File: config.mk
export PLATFORM = sky130hd
export DESIGN_NAME = uart_os_rx
export DESIGN_NICKNAME = d
export VERILOG_FILES = /design/src/rtl/uart_os_rx_pkg.sv /design/src/rtl/rx_line_sync.sv /design/src/rtl/rx_frame.sv /design/src/rtl/rx_fifo2.sv /design/src/rtl/uart_os_rx.sv
export SDC_FILE = /design/constraint.sdc
export NUM_CORES = 1
export LEC_CHECK = 0
export BUFFER_PORTS_ARGS = -buffer_cell sky130_fd_sc_hd__buf_4
export CAP_MARGIN = 0
export CORE_MARGIN = 1
export CORE_UTILIZATION = 35
export CTS_CLUSTER_DIAMETER = 30
export DETAILED_ROUTE_END_ITERATION = 6
export PLACE_DENSITY_LB_ADDON = 0.2
export SLEW_MARGIN = 0
export SYNTH_ARGS = -nofsm -noshare
export SYNTH_HDL_FRONTEND = slang
export SYNTH_SLANG_ARGS = --single-unit
File: constraint.sdc
create_clock -name clk -period 2.2 [get_ports clk]
set_input_delay 0.11 -clock clk [delete_from_list [all_inputs] [get_ports clk]]
set_output_delay 0.11 -clock clk [all_outputs]
set_load 0.005 [all_outputs]
File: src/rtl/uart_os_rx_pkg.sv
package uart_os_rx_pkg;

    localparam int CHAR_W  = 9;
    localparam int OS_RATE = 16;

    typedef enum logic [1:0] {
        ST_IDLE,
        ST_START,
        ST_DATA,
        ST_STOP
    } rx_state_e;

    typedef struct packed {
        logic              ferr;
        logic [CHAR_W-1:0] data;
    } rx_char_t;

    function automatic logic vote3(input logic a, input logic b, input logic c);
        return (a & b) | (a & c) | (b & c);
    endfunction

endpackage

File: src/rtl/rx_line_sync.sv
module rx_line_sync #(
    parameter int STAGES = 2
) (
    input  logic clk,
    input  logic rst,
    input  logic line_in,
    output logic line_s,
    output logic line_fall
);
    logic [STAGES-1:0] chain;
    logic              prev;

    always_ff @(posedge clk) begin
        if (rst) begin
            chain <= '1;
            prev  <= 1'b1;
        end else begin
            chain <= {chain[STAGES-2:0], line_in};
            prev  <= chain[STAGES-1];
        end
    end

    assign line_s    = chain[STAGES-1];
    assign line_fall = prev & ~chain[STAGES-1];
endmodule

File: src/rtl/rx_frame.sv
module rx_frame
    import uart_os_rx_pkg::*;
#(
    parameter int OSR    = OS_RATE,
    parameter int DATA_W = CHAR_W
) (
    input  logic     clk,
    input  logic     rst,
    input  logic     run,
    input  logic     nine_bit,
    input  logic     tick,
    input  logic     line_s,
    input  logic     line_fall,
    output logic     done,
    output rx_char_t char_out
);
    localparam int CW  = $clog2(OSR);
    localparam int BW  = $clog2(DATA_W);
    localparam logic [CW-1:0] MID = CW'(OSR / 2);
    localparam logic [CW-1:0] SA  = CW'(OSR / 2 - 1);
    localparam logic [CW-1:0] SB  = CW'(OSR / 2 + 1);

    rx_state_e           state;
    logic [CW-1:0]       cnt;
    logic [CW-1:0]       cnt_n;
    logic [BW-1:0]       bitn;
    logic [BW-1:0]       last_bit;
    logic [DATA_W-1:0]   shreg;
    logic                s_a, s_b, maj;

    assign cnt_n    = cnt + 1'b1;
    assign last_bit = nine_bit ? BW'(DATA_W - 1) : BW'(DATA_W - 2);
    assign maj      = vote3(s_a, s_b, line_s);

    always_ff @(posedge clk) begin
        if (rst || !run) begin
            state    <= ST_IDLE;
            cnt      <= '0;
            bitn     <= '0;
            shreg    <= '0;
            s_a      <= 1'b1;
            s_b      <= 1'b1;
            done     <= 1'b0;
            char_out <= '0;
        end else begin
            done <= 1'b0;
            unique case (state)
                ST_IDLE: begin
                    cnt <= '0;
                    if (line_fall) state <= ST_START;
                end
                ST_START: if (tick) begin
                    cnt <= cnt_n;
                    if (cnt_n == MID && line_s) begin
                        state <= ST_IDLE;
                    end else if (cnt_n == '0) begin
                        state <= ST_DATA;
                        bitn  <= '0;
                    end
                end
                ST_DATA: if (tick) begin
                    cnt <= cnt_n;
                    if (cnt_n == SA) s_a <= line_s;
                    if (cnt_n == MID) s_b <= line_s;
                    if (cnt_n == SB) shreg <= {maj, shreg[DATA_W-1:1]};
                    if (cnt_n == '0) begin
                        if (bitn == last_bit) state <= ST_STOP;
                        else bitn <= bitn + 1'b1;
                    end
                end
                ST_STOP: if (tick) begin
                    cnt <= cnt_n;
                    if (cnt_n == SA) s_a <= line_s;
                    if (cnt_n == MID) s_b <= line_s;
                    if (cnt_n == SB) begin
                        done          <= 1'b1;
                        char_out.ferr <= ~maj;
                        char_out.data <= nine_bit ? shreg : {1'b0, shreg[DATA_W-1:1]};
                        state         <= ST_IDLE;
                    end
                end
                default: state <= ST_IDLE;
            endcase
        end
    end

    // a stopped receiver sits idle on the next cycle
    assert_idle_when_stopped_R10: assert property (@(posedge clk) disable iff (rst)
        !run |=> (state == ST_IDLE && !done));

    // a character is delivered only out of the stop-bit phase
    assert_done_from_stop_R2: assert property (@(posedge clk) disable iff (rst)
        done |-> $past(state) == ST_STOP);
endmodule

File: src/rtl/rx_fifo2.sv
module rx_fifo2
    import uart_os_rx_pkg::*;
#(
    parameter int DEPTH = 2
) (
    input  logic     clk,
    input  logic     rst,
    input  logic     push,
    input  rx_char_t wdata,
    input  logic     pop,
    output rx_char_t head,
    output logic     full,
    output logic     nonempty
);
    localparam int PW = (DEPTH > 1) ? $clog2(DEPTH) : 1;
    localparam int NW = $clog2(DEPTH + 1);

    rx_char_t      mem [DEPTH];
    logic [PW-1:0] wp, rp;
    logic [NW-1:0] count;

    function automatic logic [PW-1:0] bump(input logic [PW-1:0] p);
        return (p == PW'(DEPTH - 1)) ? '0 : p + 1'b1;
    endfunction

    always_ff @(posedge clk) begin
        if (rst) begin
            wp    <= '0;
            rp    <= '0;
            count <= '0;
            for (int i = 0; i < DEPTH; i++) mem[i] <= '0;
        end else begin
            if (push) begin
                mem[wp] <= wdata;
                wp      <= bump(wp);
            end
            if (pop) rp <= bump(rp);
            count <= count + NW'(push) - NW'(pop);
        end
    end

    assign head     = mem[rp];
    assign full     = (count == NW'(DEPTH));
    assign nonempty = (count != '0);

    // the queue is never written past capacity
    assert_no_overflow_R8: assert property (@(posedge clk) disable iff (rst)
        (push && full) |-> pop);

    // the available flag only drops after a pop
    assert_avail_drop_on_pop_R7: assert property (@(posedge clk) disable iff (rst)
        $fell(nonempty) |-> $past(pop));

    always_comb begin
        if (!rst) assert_count_bound_R7: assert (count <= NW'(DEPTH));
    end
endmodule

File: src/rtl/uart_os_rx.sv
module uart_os_rx
    import uart_os_rx_pkg::*;
#(
    parameter int OSR        = OS_RATE,
    parameter int DATA_W     = CHAR_W,
    parameter int FIFO_DEPTH = 2,
    parameter int SYNC_STG   = 2
) (
    input  logic              clk,
    input  logic              rst,
    input  logic              rx_line,
    input  logic              rx_en,
    input  logic              nine_bit,
    input  logic              os_tick,
    input  logic              rd_pop,
    input  logic              ovr_clr,
    output logic [DATA_W-1:0] head_data,
    output logic              head_ferr,
    output logic              data_avail,
    output logic              overrun
);
    logic     line_s, line_fall;
    logic     run, done, full, pop, push, ovr_q;
    rx_char_t rx_char, head;

    rx_line_sync #(.STAGES(SYNC_STG)) u_sync (
        .clk(clk), .rst(rst), .line_in(rx_line),
        .line_s(line_s), .line_fall(line_fall)
    );

    assign run = rx_en & ~ovr_q & ~ovr_clr;

    rx_frame #(.OSR(OSR), .DATA_W(DATA_W)) u_frame (
        .clk(clk), .rst(rst), .run(run), .nine_bit(nine_bit),
        .tick(os_tick), .line_s(line_s), .line_fall(line_fall),
        .done(done), .char_out(rx_char)
    );

    assign pop  = rd_pop & data_avail;
    assign push = done & (~full | pop);

    rx_fifo2 #(.DEPTH(FIFO_DEPTH)) u_fifo (
        .clk(clk), .rst(rst), .push(push), .wdata(rx_char), .pop(pop),
        .head(head), .full(full), .nonempty(data_avail)
    );

    always_ff @(posedge clk) begin
        if (rst || ovr_clr) ovr_q <= 1'b0;
        else if (done && full && !pop) ovr_q <= 1'b1;
    end

    assign overrun   = ovr_q;
    assign head_data = head.data;
    assign head_ferr = head.ferr;

    // nothing enters the queue while overrun is pending
    assert_no_push_in_overrun_R8: assert property (@(posedge clk) disable iff (rst)
        overrun |-> !push);

    // the clear pulse releases overrun on the following cycle
    assert_clear_releases_R9: assert property (@(posedge clk) disable iff (rst)
        ovr_clr |=> !overrun);
endmodule

==> results.tsv <==
metric	value	unit
slack_of_the_critical_path	0.281	ns
worst_r2r_path_depth	4	
cp_data_arrival_time	1.89	ns
setup.worst_path.class	reg2reg	
vias	1873	
grt_util_all_layers	0.131	
clkSlewWorstSetupHoldPaths	0.07	ns
postSynthAreaPerCell	10.7	µm²
synth_cell_type_count	51	
route.final.wire_length	4890	µm
endpoint_of_the_most_critical_register_to_register_path	u_fifo.mem[0][2]	
drt_iter0_drc	47	
synth_enable_flop_cells	20	
dpl_cell_area	3080	µm²
post_layout_nonfiller_instances	395	
root_buffer	sky130_fd_sc_hd__clkbuf_8	
rrSetupSlack	0.28	ns
hold_path_class	in2reg	
total_power	2.38	mW
endpoint_kind	register	
number_of_global_route_vias_before_repair	1802	
status	finished, final reports clean	
leakage	1.20	nW
final_cell_mix	sky130_fd_sc_hd__dfxtp_1, sky130_fd_sc_hd__nor2_1, sky130_fd_sc_hd__buf_4, sky130_fd_sc_hd__and2_1	
full_die_area	8400	µm²
max-slew-margin-rel	0.360	
avgRoutedWirePerCell	12.4	µm
crit_fanout	10	
fin_area	3300	µm²
finalSetupViolCount	0	
numClockSinks	61	
fin_util	0.425	
vdd.ir_drop.worst	0.270	mV
most_common_cell_after_layout_fill_and_taps_aside	sky130_fd_sc_hd__dfxtp_1	
post-route-min-period	1.92	ns
clock_latency_on_the_worst_skew_pair	0.34	ns
row_count	32	
start_kind	register	
synthesis.nets	276	
postSynth.topFlopCell	sky130_fd_sc_hd__dfxtp_1	
global_placer_s_final_weighted_congestion	0.838	
timing.critical_path.required	2.17	ns
final_hold_viol_count	0	
grt_first_pass_wirelength	8540	µm
htree_num_levels	3	
syn_inst	262	
first_element_of_the_critical_path	u_fifo.count[1]	
total_congestion_overflow	0	
largest_net_degree_at_the_start_of_global_routing	23	
num_antenna_cells	0	
finalCritPeriodShare	0.872	
fmax	521	MHz
drt_pre_antenna_iters	4	
viasPerCell	4.74	
timing.hold.ws	0.0519	ns
startpoint_of_the_most_critical_register_to_register_path	u_fifo.count[1]	
portBuffers	19	
worst-slew-pin-transition	0.958	ns
grt_setup_unrepaired	no	
synth_area	2810	µm²
sequential_share_of_the_synthesized_area	0.506	
number_of_antenna_violations_at_the_first_check_in_global_routing	0	
ys.warnings.count	0	
fp.dieW	91.6	µm
clock_path_buffers	2	
initial_core_util	0.362	
detail_route.drc_violations	0	
tritoncts_buffer_count	9	
die-height	91.6	µm
synth-seq-cells	61	
core	7770	µm²
drv_slew	0	
power_density	722	nW/µm²
ys_async_sr_fraction	0	
layout-area-overhead-vs-synth	17.4	%
final.setup.tns	0	ns
detailed_place_hpwl	3320	µm
critical_path.endpoint	u_fifo.mem[0][2]	
slowest_library_cell_on_the_worst_path	sky130_fd_sc_hd__o21bai_1	
postRouteAntennaNets	0	
numPlacedInstances	377	
design.portCount	20	
placement.setup.worst_slack	0.174	ns
timing.critical_path.slowest_cell_delay	0.74	ns
cp_cell_sequence	nor3b_1, nand2b_1, buf_4, o21bai_1	
drv.max_cap_violation_count	0	
clock_skew	0.00797	ns
cts_tree	yes	
post_route_cells_drive_above_1_share	0.239	
layout.nets	302	
cells in the mapped netlist, types with 3 or more instances:
library cell               instances  area, µm²
sky130_fd_sc_hd__a211oi_1          9       67.6
sky130_fd_sc_hd__a21oi_1           5       25.0
sky130_fd_sc_hd__and2_1           23        144
sky130_fd_sc_hd__buf_2             3       15.0
sky130_fd_sc_hd__clkbuf_1          7       26.3
sky130_fd_sc_hd__dfxtp_1          41        821
sky130_fd_sc_hd__edfxtp_1         20        601
sky130_fd_sc_hd__ha_1              6       75.1
sky130_fd_sc_hd__inv_1             6       22.5
sky130_fd_sc_hd__mux2_2           10        113
sky130_fd_sc_hd__mux2i_1          20        200
sky130_fd_sc_hd__nand2_1           7       26.3
sky130_fd_sc_hd__nand2b_1          4       25.0
sky130_fd_sc_hd__nand3_1           5       25.0
sky130_fd_sc_hd__nand4_1           4       25.0
sky130_fd_sc_hd__nor2_1           28        105
sky130_fd_sc_hd__nor2b_1           5       31.3
sky130_fd_sc_hd__nor3_1            4       20.0
sky130_fd_sc_hd__nor3b_1           3       22.5
sky130_fd_sc_hd__nor4b_1           3       26.3
sky130_fd_sc_hd__o21ai_0           5       25.0
sky130_fd_sc_hd__or2_2             7       43.8
sky130_fd_sc_hd__xnor2_1           3       26.3
sky130_fd_sc_hd__xor2_1            4       35.0
cells by family (layout without fill, tap and decap cells):
| family | after synthesis | in the layout | share of synthesized area |
|---|---|---|---|
| compound gates | 35 | 35 | 0.0912 |
| xor+xnor | 7 | 7 | 0.0218 |
| fa+ha+maj | 7 | 7 | 0.0303 |
| buf+inv | 19 | 50 | 0.0307 |
| flops | 61 | 61 | 0.506 |
| mux | 30 | 30 | 0.111 |
| simple gates | 103 | 103 | 0.209 |
report_power, final:
group / total (mW) / switching, mW / internal (mW)
Combinational: 0.174 / 0.0691 / 0.105
Clock: 0.991 / 0.466 / 0.526
Sequential: 1.22 / 0.0232 / 1.19
Total: 2.38 / 0.558 / 1.82
worst min path at each step:
stage	start	to	slack, ns	depth (start not counted)
CTS	rst	register	0.03	2
detailed placement	rx_line	u_sync.chain[0]	0.30	2
global route	rst	u_fifo.count[0]	0.05	2
global placement	rx_line	u_sync.chain[0]	0.30	2
finish	rst	u_fifo.count[1]	0.05	2
floorplan	rst	u_fifo.count[0]	0.18	1
critical path, delay by kind of cell, from the launching register on:
| kind | cells | cell delay, ns |
|---|---|---|
| buffers and inverters | 1 | 0.16 |
| AND/OR/NAND/NOR | 2 | 0.32 |
| flip-flops | 1 | 0.33 |
| AO/OA/AOI/OAI | 1 | 0.74 |
timing repair:
item / CTS / global route
buffers inserted: 0 / 0
endpoints found under the setup margin: 0 / 10
hold endpoints to repair: 2 / 0
gates resized for setup: 0 / 1
hold buffers: 2 / 0
layer usage:
metal | up-vias | GRT usage | wire length (µm)
met5 | - | 0 | 0
met4 | 0 | 0.0437 | 59
met3 | 7 | 0.0564 | 244
met2 | 26 | 0.203 | 2140
met1 | 860 | 0.162 | 2450
li1 | 980 | - | -
flip-flops by register name, summed over array words and instances, names as in the netlist, 2 cells and up, named ones only:
register and cells:
u_fifo.mem 20, u_frame.char_out 10, u_frame.shreg 9, u_frame.bitn 4
u_frame.cnt 4, u_fifo.count 2, u_sync.chain 2
layout make-up:
type	count	area, µm²
clock inverters	7	75.1
flip-flops and latches	61	1420
well taps	102	128
inverters	6	22.5
clock buffers	9	124
fillers	798	4470
repair buffers	28	215
multi-input cells	182	1320
Power figures use the tool's default switching activity.
